==> src/rtl/hw_seq_pkg.sv <==
package hw_seq_pkg;

  localparam int OPC_W   = 2;
  localparam int NUM_INS = 4;

  typedef enum logic [OPC_W-1:0] {
    OPC_ADDM = 2'b00,
    OPC_JMP  = 2'b01,
    OPC_JNEG = 2'b10,
    OPC_RSVD = 2'b11
  } opcode_e;

  // Index of each decoded instruction line
  localparam int INS_ADDM = 0;
  localparam int INS_JMP  = 1;
  localparam int INS_JNEG = 2;
  localparam int INS_NONE = 3;

  // Load strobe for the ALU result latch
  function automatic logic zin_eq(input logic t1, input logic t5, input logic t6,
                                  input logic addm, input logic jmp, input logic jneg);
    return t1 | (t6 & addm) | (t5 & jmp) | (t5 & jneg);
  endfunction

  // Sequence terminator; t_fb is the fixed retire step for undefined opcodes
  function automatic logic end_eq(input logic t4, input logic t6, input logic t7,
                                  input logic t_fb, input logic neg,
                                  input logic addm, input logic jmp,
                                  input logic jneg, input logic none);
    return (t7 & addm) | (t6 & jmp) | (t4 & ~neg & jneg) | (t6 & jneg) |
           (t_fb & none);
  endfunction

endpackage

==> src/rtl/hw_step_counter.sv <==
module hw_step_counter #(
  parameter int NUM_STEPS = 8,
  localparam int STEP_W   = $clog2(NUM_STEPS)
) (
  input  logic              clk,
  input  logic              rst,
  input  logic              run_i,
  input  logic              restart_i,
  output logic [STEP_W-1:0] count_o
);

  localparam logic [STEP_W-1:0] LAST = STEP_W'(NUM_STEPS - 1);

  logic [STEP_W-1:0] count_q;
  logic [STEP_W-1:0] count_nx;

  always_comb begin
    if (restart_i || count_q == LAST) count_nx = '0;
    else                              count_nx = count_q + 1'b1;
  end

  always_ff @(posedge clk or posedge rst) begin
    if (rst)        count_q <= '0;
    else if (run_i) count_q <= count_nx;
  end

  assign count_o = count_q;

endmodule

==> src/rtl/hw_step_decoder.sv <==
module hw_step_decoder #(
  parameter int NUM_STEPS = 8,
  localparam int STEP_W   = $clog2(NUM_STEPS)
) (
  input  logic [STEP_W-1:0]    count_i,
  output logic [NUM_STEPS-1:0] step_o
);

  for (genvar g = 0; g < NUM_STEPS; g++) begin : g_step
    assign step_o[g] = (count_i == STEP_W'(g));
  end

endmodule

==> src/rtl/hw_instr_decoder.sv <==
module hw_instr_decoder
  import hw_seq_pkg::*;
(
  input  logic [OPC_W-1:0]   opcode_i,
  output logic [NUM_INS-1:0] instr_o
);

  always_comb begin
    instr_o = '0;
    case (opcode_e'(opcode_i))
      OPC_ADDM: instr_o[INS_ADDM] = 1'b1;
      OPC_JMP:  instr_o[INS_JMP]  = 1'b1;
      OPC_JNEG: instr_o[INS_JNEG] = 1'b1;
      default:  instr_o[INS_NONE] = 1'b1;
    endcase
  end

endmodule

==> src/rtl/hw_step_sequencer.sv <==
module hw_step_sequencer
  import hw_seq_pkg::*;
#(
  parameter int NUM_STEPS = 8,
  parameter int RETIRE_STEP = 4
) (
  input  logic                 clk,
  input  logic                 rst,
  input  logic                 run_i,
  input  logic [1:0]           opcode_i,
  input  logic                 neg_i,
  output logic [NUM_STEPS-1:0] step_o,
  output logic                 zin_o,
  output logic                 end_o
);

  localparam int STEP_W = $clog2(NUM_STEPS);

  logic [STEP_W-1:0]    count_w;
  logic [NUM_INS-1:0]   instr_w;
  logic [NUM_STEPS-1:0] step_w;
  logic                 restart_w;

  hw_step_counter #(.NUM_STEPS(NUM_STEPS)) u_cnt (
    .clk       (clk),
    .rst       (rst),
    .run_i     (run_i),
    .restart_i (restart_w),
    .count_o   (count_w)
  );

  hw_step_decoder #(.NUM_STEPS(NUM_STEPS)) u_sdec (
    .count_i (count_w),
    .step_o  (step_w)
  );

  hw_instr_decoder u_idec (
    .opcode_i (opcode_i),
    .instr_o  (instr_w)
  );

  // Steps are 1-based in the equations: Tk is step_w[k-1]
  assign zin_o = zin_eq(step_w[0], step_w[4], step_w[5],
                        instr_w[INS_ADDM], instr_w[INS_JMP], instr_w[INS_JNEG]);

  assign restart_w = end_eq(step_w[3], step_w[5], step_w[6], step_w[RETIRE_STEP-1],
                            neg_i, instr_w[INS_ADDM], instr_w[INS_JMP],
                            instr_w[INS_JNEG], instr_w[INS_NONE]);

  assign end_o  = restart_w;
  assign step_o = step_w;

endmodule

==> config.mk <==
export PLATFORM = sky130hd
export DESIGN_NAME = hw_step_sequencer
export DESIGN_NICKNAME = d
export VERILOG_FILES = /design/src/rtl/hw_seq_pkg.sv /design/src/rtl/hw_step_counter.sv /design/src/rtl/hw_step_decoder.sv /design/src/rtl/hw_instr_decoder.sv /design/src/rtl/hw_step_sequencer.sv
export SDC_FILE = /design/constraint.sdc
export NUM_CORES = 1
export LEC_CHECK = 0
export ABC_AREA = 1
export ABC_CLOCK_PERIOD_IN_PS = 1300
export BUFFER_PORTS_ARGS = -buffer_cell sky130_fd_sc_hd__buf_2
export CORE_AREA = 2 2 39 41
export DETAILED_ROUTE_END_ITERATION = 8
export DIE_AREA = 0 0 41 43
export GPL_TIMING_DRIVEN = 1
export PLACE_DENSITY = 0.52
export SETUP_SLACK_MARGIN = 0.15
export SLEW_MARGIN = 25
export SYNTH_ARGS = -nofsm -noshare
export SYNTH_HDL_FRONTEND = slang
export SYNTH_SLANG_ARGS = --single-unit
==> constraint.sdc <==
create_clock -name clk -period 1.3 [get_ports clk]
set_clock_uncertainty 0.05 [all_clocks]
set_input_delay 0.065 -clock clk [delete_from_list [all_inputs] [get_ports clk]]
set_output_delay 0.065 -clock clk [all_outputs]
set_load 0.03 [all_outputs]
==> run_results.csv, run 1 <==
group,metric,value,unit
outcome,status,"complete, but fails checks",
outcome,violations,"negative setup slack",
floorplan,die_y,43,µm
worst_setup_path,slowest_stage,"dfrtp_2",
floorplan,io_pins,16,
finish,final_layout_size_suffix_gt1_share,59.8,%
clocking,cts_root_buf,"clkbuf_4",
grt,overflow,0,
routing,drc,0,
worst_setup_path,start_kind,"flip-flop",
finish,diodes,0,
worst_setup_path,cp_max_fo,4,
yosys,synth-main-ff-cell,"dfrtp_1",
grt,grt_pass1_wl,1.21,mm
yosys,synthTopCellsByCount,"13 x inv_1, 12 x nand2_1, 7 x nor2_1",
worst_setup_path,cp.arrival,1430,ps
worst_setup_path,cp_data_required_time,1190,ps
yosys,synth_top_area_share,19.8,%
yosys,synth_area_leaders,"dfrtp_1 20%, ha_1 20%, inv_1 13%",
clocking,cts_buffer_depth,2,
grt,antenna_found_initial,0,
yosys,synth_most_common_cell,"inv_1",
grt,grt_pass1_vias,347,
clocking,cts.clk_slew.worst_paths,30,ps
routing,vias_per_cell,4.16,
clocking,htree_levels,1,
sta,finalCritPeriodShare,119,%
finish,largest_reg_flops,3,
power_and_ir_drop,peakVddDrop,0.893,mV
place,routabilityCongestion,0.717,
sta,grt_setup_unrepaired,"yes",
yosys,netlist_instances,57,
yosys,syn_area,379,µm²
worst_setup_path,end_kind,"primary output",
place,port_buffers,15,
finish,area_growth,78.2,%
yosys,yosysTopAreaCell,"dfrtp_1",
yosys,synthesis.nets,69,
worst_setup_path,cp_cell_sequence,"ha_4, ha_4, nand2_4, a21oi_4, nor2_4, inv_2, buf_6",
sta,maxSlewViolCount,0,
finish,fin_area,676,µm²
min_path,hp-class,"input port to flip-flop",
grt,grt_usage,9.88,%
clocking,numClockSinks,3,
routing,drt_pass1_iterations,3,
grt,grt_max_degree,8,
routing,wl_per_cell,8.24,µm
yosys,synth_cell_types,15,
floorplan,dieArea,1760,µm²
sta,setup_viol_count_final,11,
worst_setup_path,worstSetupPathType,"flip-flop to primary output",
yosys,avgSynthCellArea,6.65,µm²
routing,ant_nets,0,
yosys,yosysSeqAreaShare,19.8,%
floorplan,die_x,41,µm
finish,nets,95,
clocking,numCtsBuffers,3,
sta,min_period,1540,ps
routing,drt-total-wl,808,µm
worst_setup_path,max_stage_delay,440,ps
power_and_ir_drop,leakage,0.374,nW
clocking,cts_tree,"done",
routing,vias,408,
sta,fin_ws,-242,ps
floorplan,num_rows,14,
power_and_ir_drop,p_total,1.42,mW
yosys,yosysWarnings,0,
place,postPlaceCellArea,518,µm²
sta,fmax,0.648,GHz
clocking,insertion_delay,230,ps
yosys,synth-edff-count,0,
floorplan,floorplan.initialDensity,27.4,%
yosys,ys_ff_latch,3,
sta,timing_hold_violations_final,0,
worst_setup_path,crit_top_cell,"ha_4",
flow_run,cap_viol_max_count,0,
power_and_ir_drop,p_per_area,2100,nW/µm²
sta,slew_headroom,88.8,%
routing,drt_iter0_markers,3,
yosys,ys_async_sr_fraction,100,%
sta,worst_pin_slew,167,ps
place,dpl.hpwl,628,µm
floorplan,fp.coreArea,1380,µm²
==> per-stage QoR <==
step,setup slack (ps),util [%],hold WS (ps),std cells,setup TNS [ps]
3_3_place_gp,-111,37.4,-120,91,-308
5_1_grt,-298,48.8,160,98,-1900
2_1_floorplan,-65.1,-,-231,57,-284
3_5_place_dp,-115,37.4,-118,91,-320
4_1_cts,-264,47.4,98.4,98,-1300
6_report,-242,48.8,100,98,-1170
==> layer usage <==
metal | routed length [µm] | share of wire (%) | global-route usage, %
met1 | 338 | 42 | 10.7
met5 | 0 | 0 | 0
met2 | 419 | 52 | 17.5
met3 | 51 | 6.3 | 0
met4 | 0 | 0 | 6.00
==> worst max-delay path, delay by kind of cell (launching register included) <==
family                     cells  cell delay [ps]
adders and majority gates      2              360
and+or+nand+nor                2              180
buffers and inverters          2              170
AOI/OAI and AO/OA              1               60
DFF                            1              440
==> power by group <==
| part | switching, mW | internal, mW | total [mW] | leakage (nW) |
|---|---|---|---|---|
| Combinational | 0.592 | 0.469 | 1.06 | 0.324 |
| Clock | 0.0429 | 0.115 | 0.158 | 0.0150 |
| Sequential | 0.0596 | 0.140 | 0.200 | 0.0351 |
| Total | 0.695 | 0.725 | 1.42 | 0.374 |
==> path summary, 6_finish.rpt <==
path,startpoint,to,slack [ps],cells past startpoint
min in group asynchronous,rst,u_cnt.count_o[0]$_DFFE_PP0P_,200,3
max in group asynchronous,rst,u_cnt.count_o[1]$_DFFE_PP0P_,860,3
max reg2reg,u_cnt.count_o[1]$_DFFE_PP0P_,u_cnt.count_o[2]$_DFFE_PP0P_,-120,10
max,u_cnt.count_o[0]$_DFFE_PP0P_,end_o,-240,7
min reg2reg,u_cnt.count_o[2]$_DFFE_PP0P_,u_cnt.count_o[2]$_DFFE_PP0P_,460,2
min,run_i,u_cnt.count_o[1]$_DFFE_PP0P_,100,4
==> layout make-up <==
type,count,area [µm²]
inverter,16,62.6
fill,147,708
sequential,3,77.6
multi-input combinational,37,308
tap,16,20.0
clock buffer,4,26.3
timing repair buffer,22,181
==> cell families after synthesis <==
family	Yosys count	share of synthesized area, %
flip-flops	3	19.8
AND/OR/NAND/NOR	28	36.0
buffers and inverters	17	18.8
AO/OA/AOI/OAI	3	5.61
adder cells (fa/ha/maj)	6	19.8
==> placed cells by master (no fill, tap or decap), types with 2 or more instances in the layout <==
cell type	instances
nand2_1	10
inv_1	9
buf_4	9
buf_6	7
nor2_1	6
inv_2	6
buf_2	5
nand2_2	3
nand3_1	3
ha_4	3
ha_2	3
clkbuf_4	3
nand2_4	2
nand3_2	2
nor2_4	2
dfrtp_2	2
==> repair_timing <==
action / in CTS / in global routing
pin swaps: 5 / 4
gates resized for setup: 28 / 6
setup buffers: 2 / 0
endpoints found under the setup margin: 13 / 13
hold buffers: 1 / 0
endpoints found under the hold margin: 3 / 0
Note: power is estimated with default switching activity, not from simulation.
==> run 2, diff against run 1 <==
--- a/config.mk
+++ b/config.mk
@@ -12,7 +12,7 @@
 export DETAILED_ROUTE_END_ITERATION = 8
 export DIE_AREA = 0 0 41 43
 export GPL_TIMING_DRIVEN = 1
-export PLACE_DENSITY = 0.52
+export PLACE_DENSITY = 0.62
 export SETUP_SLACK_MARGIN = 0.15
 export SLEW_MARGIN = 25
 export SYNTH_ARGS = -nofsm -noshare
==> run 2 against run 1 <==
Against the previous run:
- the flow still finishes with violations (negative setup slack)
- final cell count decreased by 1.0%
- global-route usage increased by 1.8 points
- flip-flop and latch count unchanged
- largest cell class unchanged
- highest routed layer unchanged
==> run_results.csv, run 2 (synthesized netlist as in run 1, its figures left out) <==
group,metric,value,unit
finish,fin_cells,97,
finish,fillers,139,
finish,nets,94,
power_and_ir_drop,peakVddDrop,0.859,mV
finish,final_cell_mix,"12 x nand2_1, 9 x inv_1, 9 x buf_4",
floorplan,num_rows,14,
power_and_ir_drop,power_frac_seq,14.4,%
routing,drt_iter0_markers,2,
clocking,cts_buffer_depth,2,
power_and_ir_drop,p_comb_share,74.1,%
sta,whs,101,ps
finish,largest_reg_flops,3,
routing,drt_pass1_iterations,4,
place,placed_cells,91,
routing,ant_nets,0,
routing,wl_per_cell,8.90,µm
place,routabilityCongestion,0.776,
min_path,hp-class,"input port to flip-flop",
clocking,htree_levels,1,
sta,min_period,1560,ps
finish,diodes,0,
floorplan,die_y,43,µm
worst_setup_path,cp_max_fo,4,
floorplan,fp.coreArea,1380,µm²
power_and_ir_drop,clkPwrFrac,11.5,%
floorplan,io_pins,16,
clocking,numCtsBuffers,3,
outcome,violations,"negative setup slack",
grt,grt_max_degree,8,
place,port_buffers,15,
sta,maxSlewViolCount,0,
power_and_ir_drop,netSwitchingPower,0.694,mW
clocking,cts_tree,"done",
worst_setup_path,end_kind,"primary output",
power_and_ir_drop,p_int,0.700,mW
routing,drt-total-wl,863,µm
finish,area_growth,71.9,%
worst_setup_path,start_kind,"flip-flop",
grt,grt_pass1_wl,1.35,mm
finish,final_layout_size_suffix_gt1_share,58.0,%
clocking,cts.clk_slew.worst_paths,40,ps
sta,fmax,0.643,GHz
outcome,status,"complete, but fails checks",
floorplan,die_x,41,µm
power_and_ir_drop,p_sw_share,49.8,%
floorplan,floorplan.initialDensity,27.4,%
grt,grt_pass1_vias,386,
sta,timing_hold_violations_final,0,
grt,antenna_found_initial,0,
clocking,insertion_delay,230,ps
sta,grt_setup_unrepaired,"yes",
worst_setup_path,cp.arrival,1440,ps
sta,finalCritPeriodShare,120,%
grt,grt_usage,11.7,%
clocking,cts_root_buf,"clkbuf_4",
sta,slew_headroom,88.3,%
finish,final_common_cell,"nand2_1",
power_and_ir_drop,leakage,0.360,nW
routing,vias,410,
power_and_ir_drop,p_per_area,2140,nW/µm²
sta,setup_viol_count_final,10,
sta,worst_pin_slew,175,ps
worst_setup_path,cp_data_required_time,1190,ps
floorplan,dieArea,1760,µm²
sta,fin_ws,-255,ps
routing,vias_per_cell,4.23,
routing,drc,0,
grt,overflow,0,
power_and_ir_drop,p_total,1.39,mW
flow_run,cap_viol_max_count,0,
clocking,numClockSinks,3,
place,dpl.hpwl,665,µm
worst_setup_path,worstSetupPathType,"flip-flop to primary output",
==> run 2: repair_timing <==
action | in CTS | in global routing
endpoints found under the hold margin | 3 | 0
hold buffers | 1 | 0
setup endpoints to repair | 13 | 13
pin swaps | 3 | 1
resized for setup | 21 | 9
buffers inserted | 1 | 0
==> run 2: layer usage <==
layer	GRT usage (%)	part of all wire (%)	up-vias
met3	3.14	5.8	0
met2	19.4	53	17
met1	11.7	41	180
met4	8.00	0	0
li1	-	-	213
met5	0	0	-
==> run 2: area by class of cell <==
type | count | area (µm²) | share of cell area, %
clock buffer | 4 | 26.3 | 4.03
inverter | 16 | 62.6 | 9.60
multi-input combinational | 37 | 295 | 45.3
sequential | 3 | 77.6 | 11.9
tap | 16 | 20.0 | 3.07
timing repair buffer | 21 | 170 | 26.1
==> run 2: metrics by stage <==
step                setup TNS, ps  util [%]  worst slack (ps)  cell area (µm²)
floorplan                    -284         -             -65.1              404
global placement             -190      37.4             -75.9              518
detailed placement           -301      37.4             -97.4              518
CTS                         -1510      45.2              -296              626
global route                -2170      47.1              -345              652
finish                      -1200      47.1              -255              652
==> run 2: worst paths after layout <==
path / startpoint / endpoint / slack (ps) / cells after the start
min in group asynchronous: rst / u_cnt.count_o[1]$_DFFE_PP0P_ / 200 / 3
max in group asynchronous: rst / u_cnt.count_o[0]$_DFFE_PP0P_ / 870 / 3
min: run_i / u_cnt.count_o[1]$_DFFE_PP0P_ / 100 / 4
min reg2reg: u_cnt.count_o[2]$_DFFE_PP0P_ / u_cnt.count_o[2]$_DFFE_PP0P_ / 470 / 2
max reg2reg: u_cnt.count_o[1]$_DFFE_PP0P_ / u_cnt.count_o[1]$_DFFE_PP0P_ / -160 / 8
max: u_cnt.count_o[0]$_DFFE_PP0P_ / end_o / -260 / 7
==> run 2: worst max-delay path, stage by stage (launching register included) <==
cell     delay, ps
dfrtp_2        440
ha_4           180
ha_4           160
nand2_1         80
a21oi_2         70
nor2_4         120
inv_2           40
buf_6          130
==> run 2: power by group through the flow <==
stage	clock, mW	combinational, mW	sequential [mW]
after detailed placement	0	0.863	0.177
after CTS	0.170	1.01	0.179
after floorplan	0	0.656	0.170
after global routing	0.172	1.14	0.214
after global placement	0	0.849	0.175
final	0.160	1.03	0.200
==> run 3, diff against run 2 <==
--- a/config.mk
+++ b/config.mk
@@ -12,9 +12,10 @@
 export DETAILED_ROUTE_END_ITERATION = 8
 export DIE_AREA = 0 0 41 43
 export GPL_TIMING_DRIVEN = 1
-export PLACE_DENSITY = 0.62
+export PLACE_DENSITY = 0.57
 export SETUP_SLACK_MARGIN = 0.15
 export SLEW_MARGIN = 25
 export SYNTH_ARGS = -nofsm -noshare
 export SYNTH_HDL_FRONTEND = slang
+export SYNTH_HIERARCHICAL = 1
 export SYNTH_SLANG_ARGS = --single-unit
==> run 3 against run 2 <==
Against the previous run:
- sequential power increased by 3%
- global-route usage shrank 0.60 points
- critical endpoint unchanged
- hold slack lost 6.9 ps
- fmax up 12%
- the flow still finishes with violations (negative setup slack)
- power is 14% higher
- combinational power rose by 18%
- clock-buffer cell count is the same
- die area unchanged
- design area is 5.6% higher
- synthesized cell count is 3.5% higher
- final cell count increased by 9.3%
==> run_results.csv, run 3 <==
group,metric,value,unit
worst_setup_path,slowest_stage,"dfrtp_1",
floorplan,die_y,43,µm
worst_setup_path,critical_path_buf_inv_count,3,
worst_setup_path,end_kind,"primary output",
power_and_ir_drop,netSwitchingPower,0.777,mW
clocking,cts_buffer_depth,2,
grt,grt_pass1_vias,374,
routing,vias,433,
finish,diodes,0,
yosys,synthTopCellsByCount,"22 x nand2_1, 14 x nor2_1, 12 x inv_1",
clocking,numCtsBuffers,3,
routing,ant_nets,0,
yosys,synth-compound-area-share,3.17,%
yosys,synth_xor_area_share,0,%
clocking,cts_tree,"done",
finish,fillers,140,
clocking,htree_levels,1,
worst_setup_path,cp_cell_sequence,"inv_2, nand2_4, nor2_4, inv_2, nor2_4, nor2_2, nand2_2, buf_6",
grt,grt_pass1_wl,1.36,mm
floorplan,num_rows,14,
power_and_ir_drop,clkPwrFrac,10.0,%
yosys,synth_mux_area_share,0,%
sta,timing_hold_violations_final,0,
yosys,synthesis.nets,67,
sta,finalCritPeriodShare,107,%
finish,area_growth,118,%
grt,overflow,0,
sta,maxSlewViolCount,0,
sta,worst_pin_slew,197,ps
floorplan,io_pins,16,
outcome,violations,"negative setup slack",
yosys,ys_async_sr_fraction,100,%
sta,min_period,1390,ps
finish,nets,99,
power_and_ir_drop,p_sw_share,49.0,%
yosys,synthAdderAreaFrac,7.94,%
place,dpl.hpwl,616,µm
grt,grt_max_degree,6,
finish,fin_area,688,µm²
power_and_ir_drop,power_frac_seq,13.0,%
floorplan,fp.coreArea,1380,µm²
yosys,syn_area,315,µm²
clocking,insertion_delay,230,ps
floorplan,dieArea,1760,µm²
yosys,synth_area_leaders,"nand2_1 26%, dfrtp_1 24%, nor2_1 17%",
finish,largest_reg_flops,3,
worst_setup_path,worstSetupPathType,"flip-flop to primary output",
yosys,synth-main-ff-cell,"dfrtp_1",
finish,final_util,49.7,%
floorplan,floorplan.initialDensity,22.8,%
worst_setup_path,max_stage_delay,410,ps
outcome,status,"complete, but fails checks",
yosys,synth_top_area_share,26.2,%
place,routabilityCongestion,0.707,
routing,drt-total-wl,871,µm
worst_setup_path,cp_max_fo,4,
clocking,cts_root_buf,"clkbuf_4",
yosys,avgSynthCellArea,5.34,µm²
yosys,netlist_instances,59,
routing,drt_pass1_iterations,4,
worst_setup_path,r2r_slack,-80,ps
yosys,synth-edff-count,0,
routing,drc,0,
worst_setup_path,crit_family,"flip-flops",
worst_setup_path,cp_data_required_time,1190,ps
yosys,synth_most_common_cell,"nand2_1",
power_and_ir_drop,leakage,0.384,nW
sta,setup_viol_count_final,7,
sta,whs,93.7,ps
power_and_ir_drop,p_per_area,2300,nW/µm²
sta,fmax,0.718,GHz
power_and_ir_drop,peakVddDrop,1.04,mV
routing,vias_per_cell,4.08,
min_path,hp-class,"input port to flip-flop",
finish,final_cell_mix,"17 x nand2_1, 11 x buf_6, 10 x nor2_4, 10 x buf_4, 9 x inv_1",
yosys,ys_ff_latch,3,
min_path,hold_end,"u_cnt/count_o[0]$_DFFE_PP0P_",
clocking,numClockSinks,3,
worst_setup_path,crit_cells,8,
yosys,synth_cell_types,10,
clocking,cts.clk_slew.worst_paths,30,ps
worst_setup_path,worstRegToRegCells,7,
floorplan,die_x,41,µm
worst_setup_path,cp.arrival,1280,ps
worst_setup_path,start_kind,"flip-flop",
worst_setup_path,r2r-end,"u_cnt/count_o[2]$_DFFE_PP0P_",
grt,antenna_found_initial,0,
sta,fin_ws,-91.8,ps
sta,grt_setup_unrepaired,"yes",
sta,slew_headroom,86.8,%
yosys,synth_top_family_by_area,"simple AND/OR/NAND/NOR gates",
finish,final_layout_size_suffix_gt1_share,58.9,%
yosys,synth_simple_gate_area_share,48.4,%
worst_setup_path,timing.rr.start,"u_cnt/count_o[0]$_DFFE_PP0P_",
yosys,yosysSeqAreaShare,23.8,%
power_and_ir_drop,p_comb_share,76.9,%
yosys,yosysWarnings,6,
routing,drt_iter0_markers,3,
place,port_buffers,15,
power_and_ir_drop,p_int,0.808,mW
flow_run,cap_viol_max_count,0,
min_path,whs_path_depth,4,
min_path,min_from,"run_i",
yosys,yosysTopAreaCell,"nand2_1",
routing,wl_per_cell,8.22,µm
power_and_ir_drop,p_total,1.58,mW
place,postPlaceCellArea,482,µm²
grt,grt_usage,11.1,%
finish,final_common_cell,"nand2_1",
-- run 3: cell count changes after synthesis, moves of 2 or more --
cell / delta
ha_1: -4
nand2_2: -2
nand3_1: -4
nor2_1: +7
nand2_1: +10
-- run 3: worst reg2reg max path, cell delays in order, from the launching register on --
cell and delay, ps:
dfrtp_2 450, buf_6 130, ha_1 180, ha_1 260, nand2_1 60, inv_1 30, nand2_1 40, nand2_1 50
-- run 3: repair_timing --
| item | 4_1_cts | 5_1_grt |
|---|---|---|
| resized for setup | 24 | 15 |
| endpoints found under the hold margin | 3 | 0 |
| hold buffers | 1 | 0 |
| pin swaps | 4 | 5 |
| setup buffers | 6 | 1 |
| endpoints found under the setup margin | 13 | 13 |
-- run 3: kinds of logic after synthesis --
logic type | after synthesis
and+or+nand+nor | 38
buffers and inverters | 14
DFF | 3
AOI/OAI and AO/OA | 2
adders and majority gates | 2
-- run 3: layer usage --
metal | up-vias | wire [µm] | global-route usage (%)
li1 | 230 | - | -
met1 | 193 | 355 | 13.3
met2 | 10 | 478 | 17.8
met3 | 0 | 37 | 1.57
met4 | 0 | 0 | 6.00
met5 | - | 0 | 0
-- run 3: area by class of cell --
cell class / count / area, µm² / area share, %
Multi-Input combinational cell: 42 / 275 / 40.0
Timing Repair Buffer: 27 / 234 / 34.0
Sequential cell: 3 / 77.6 / 11.3
Inverter: 14 / 55.1 / 8.00
Clock buffer: 4 / 26.3 / 3.82
Tap cell: 16 / 20.0 / 2.91
-- run 3: power by group through the flow --
| stage | clock [mW] | combinational [mW] | sequential, mW |
|---|---|---|---|
| after CTS | 0.170 | 1.09 | 0.189 |
| final | 0.159 | 1.22 | 0.207 |
| after floorplan | 0 | 0.572 | 0.201 |
| after global placement | 0 | 0.819 | 0.190 |
| after global routing | 0.175 | 1.32 | 0.212 |
| after detailed placement | 0 | 0.816 | 0.194 |
-- run 3: worst max path at each step --
stage | from | to | slack (ps)
2_1_floorplan | u_cnt/count_o[0]$_DFFE_PP0P_ | u_cnt/count_o[2]$_DFFE_PP0P_ | -140
5_1_grt | u_cnt/count_o[1]$_DFFE_PP0P_ | end_o | -170
3_3_place_gp | u_cnt/count_o[1]$_DFFE_PP0P_ | u_cnt/count_o[2]$_DFFE_PP0P_ | -4
4_1_cts | u_cnt/count_o[1]$_DFFE_PP0P_ | end_o | -120
3_5_place_dp | u_cnt/count_o[0]$_DFFE_PP0P_ | u_cnt/count_o[2]$_DFFE_PP0P_ | -30
6_report | u_cnt/count_o[1]$_DFFE_PP0P_ | end_o | -90
-- run 3: through the flow --
step	instances	setup TNS, ps	setup slack, ps
after CTS	105	-479	-124
after global routing	106	-1020	-174
after detailed placement	94	-74.3	-34.4
after global placement	94	-4.08	-4.08
after floorplan	59	-418	-140
final	106	-372	-91.8
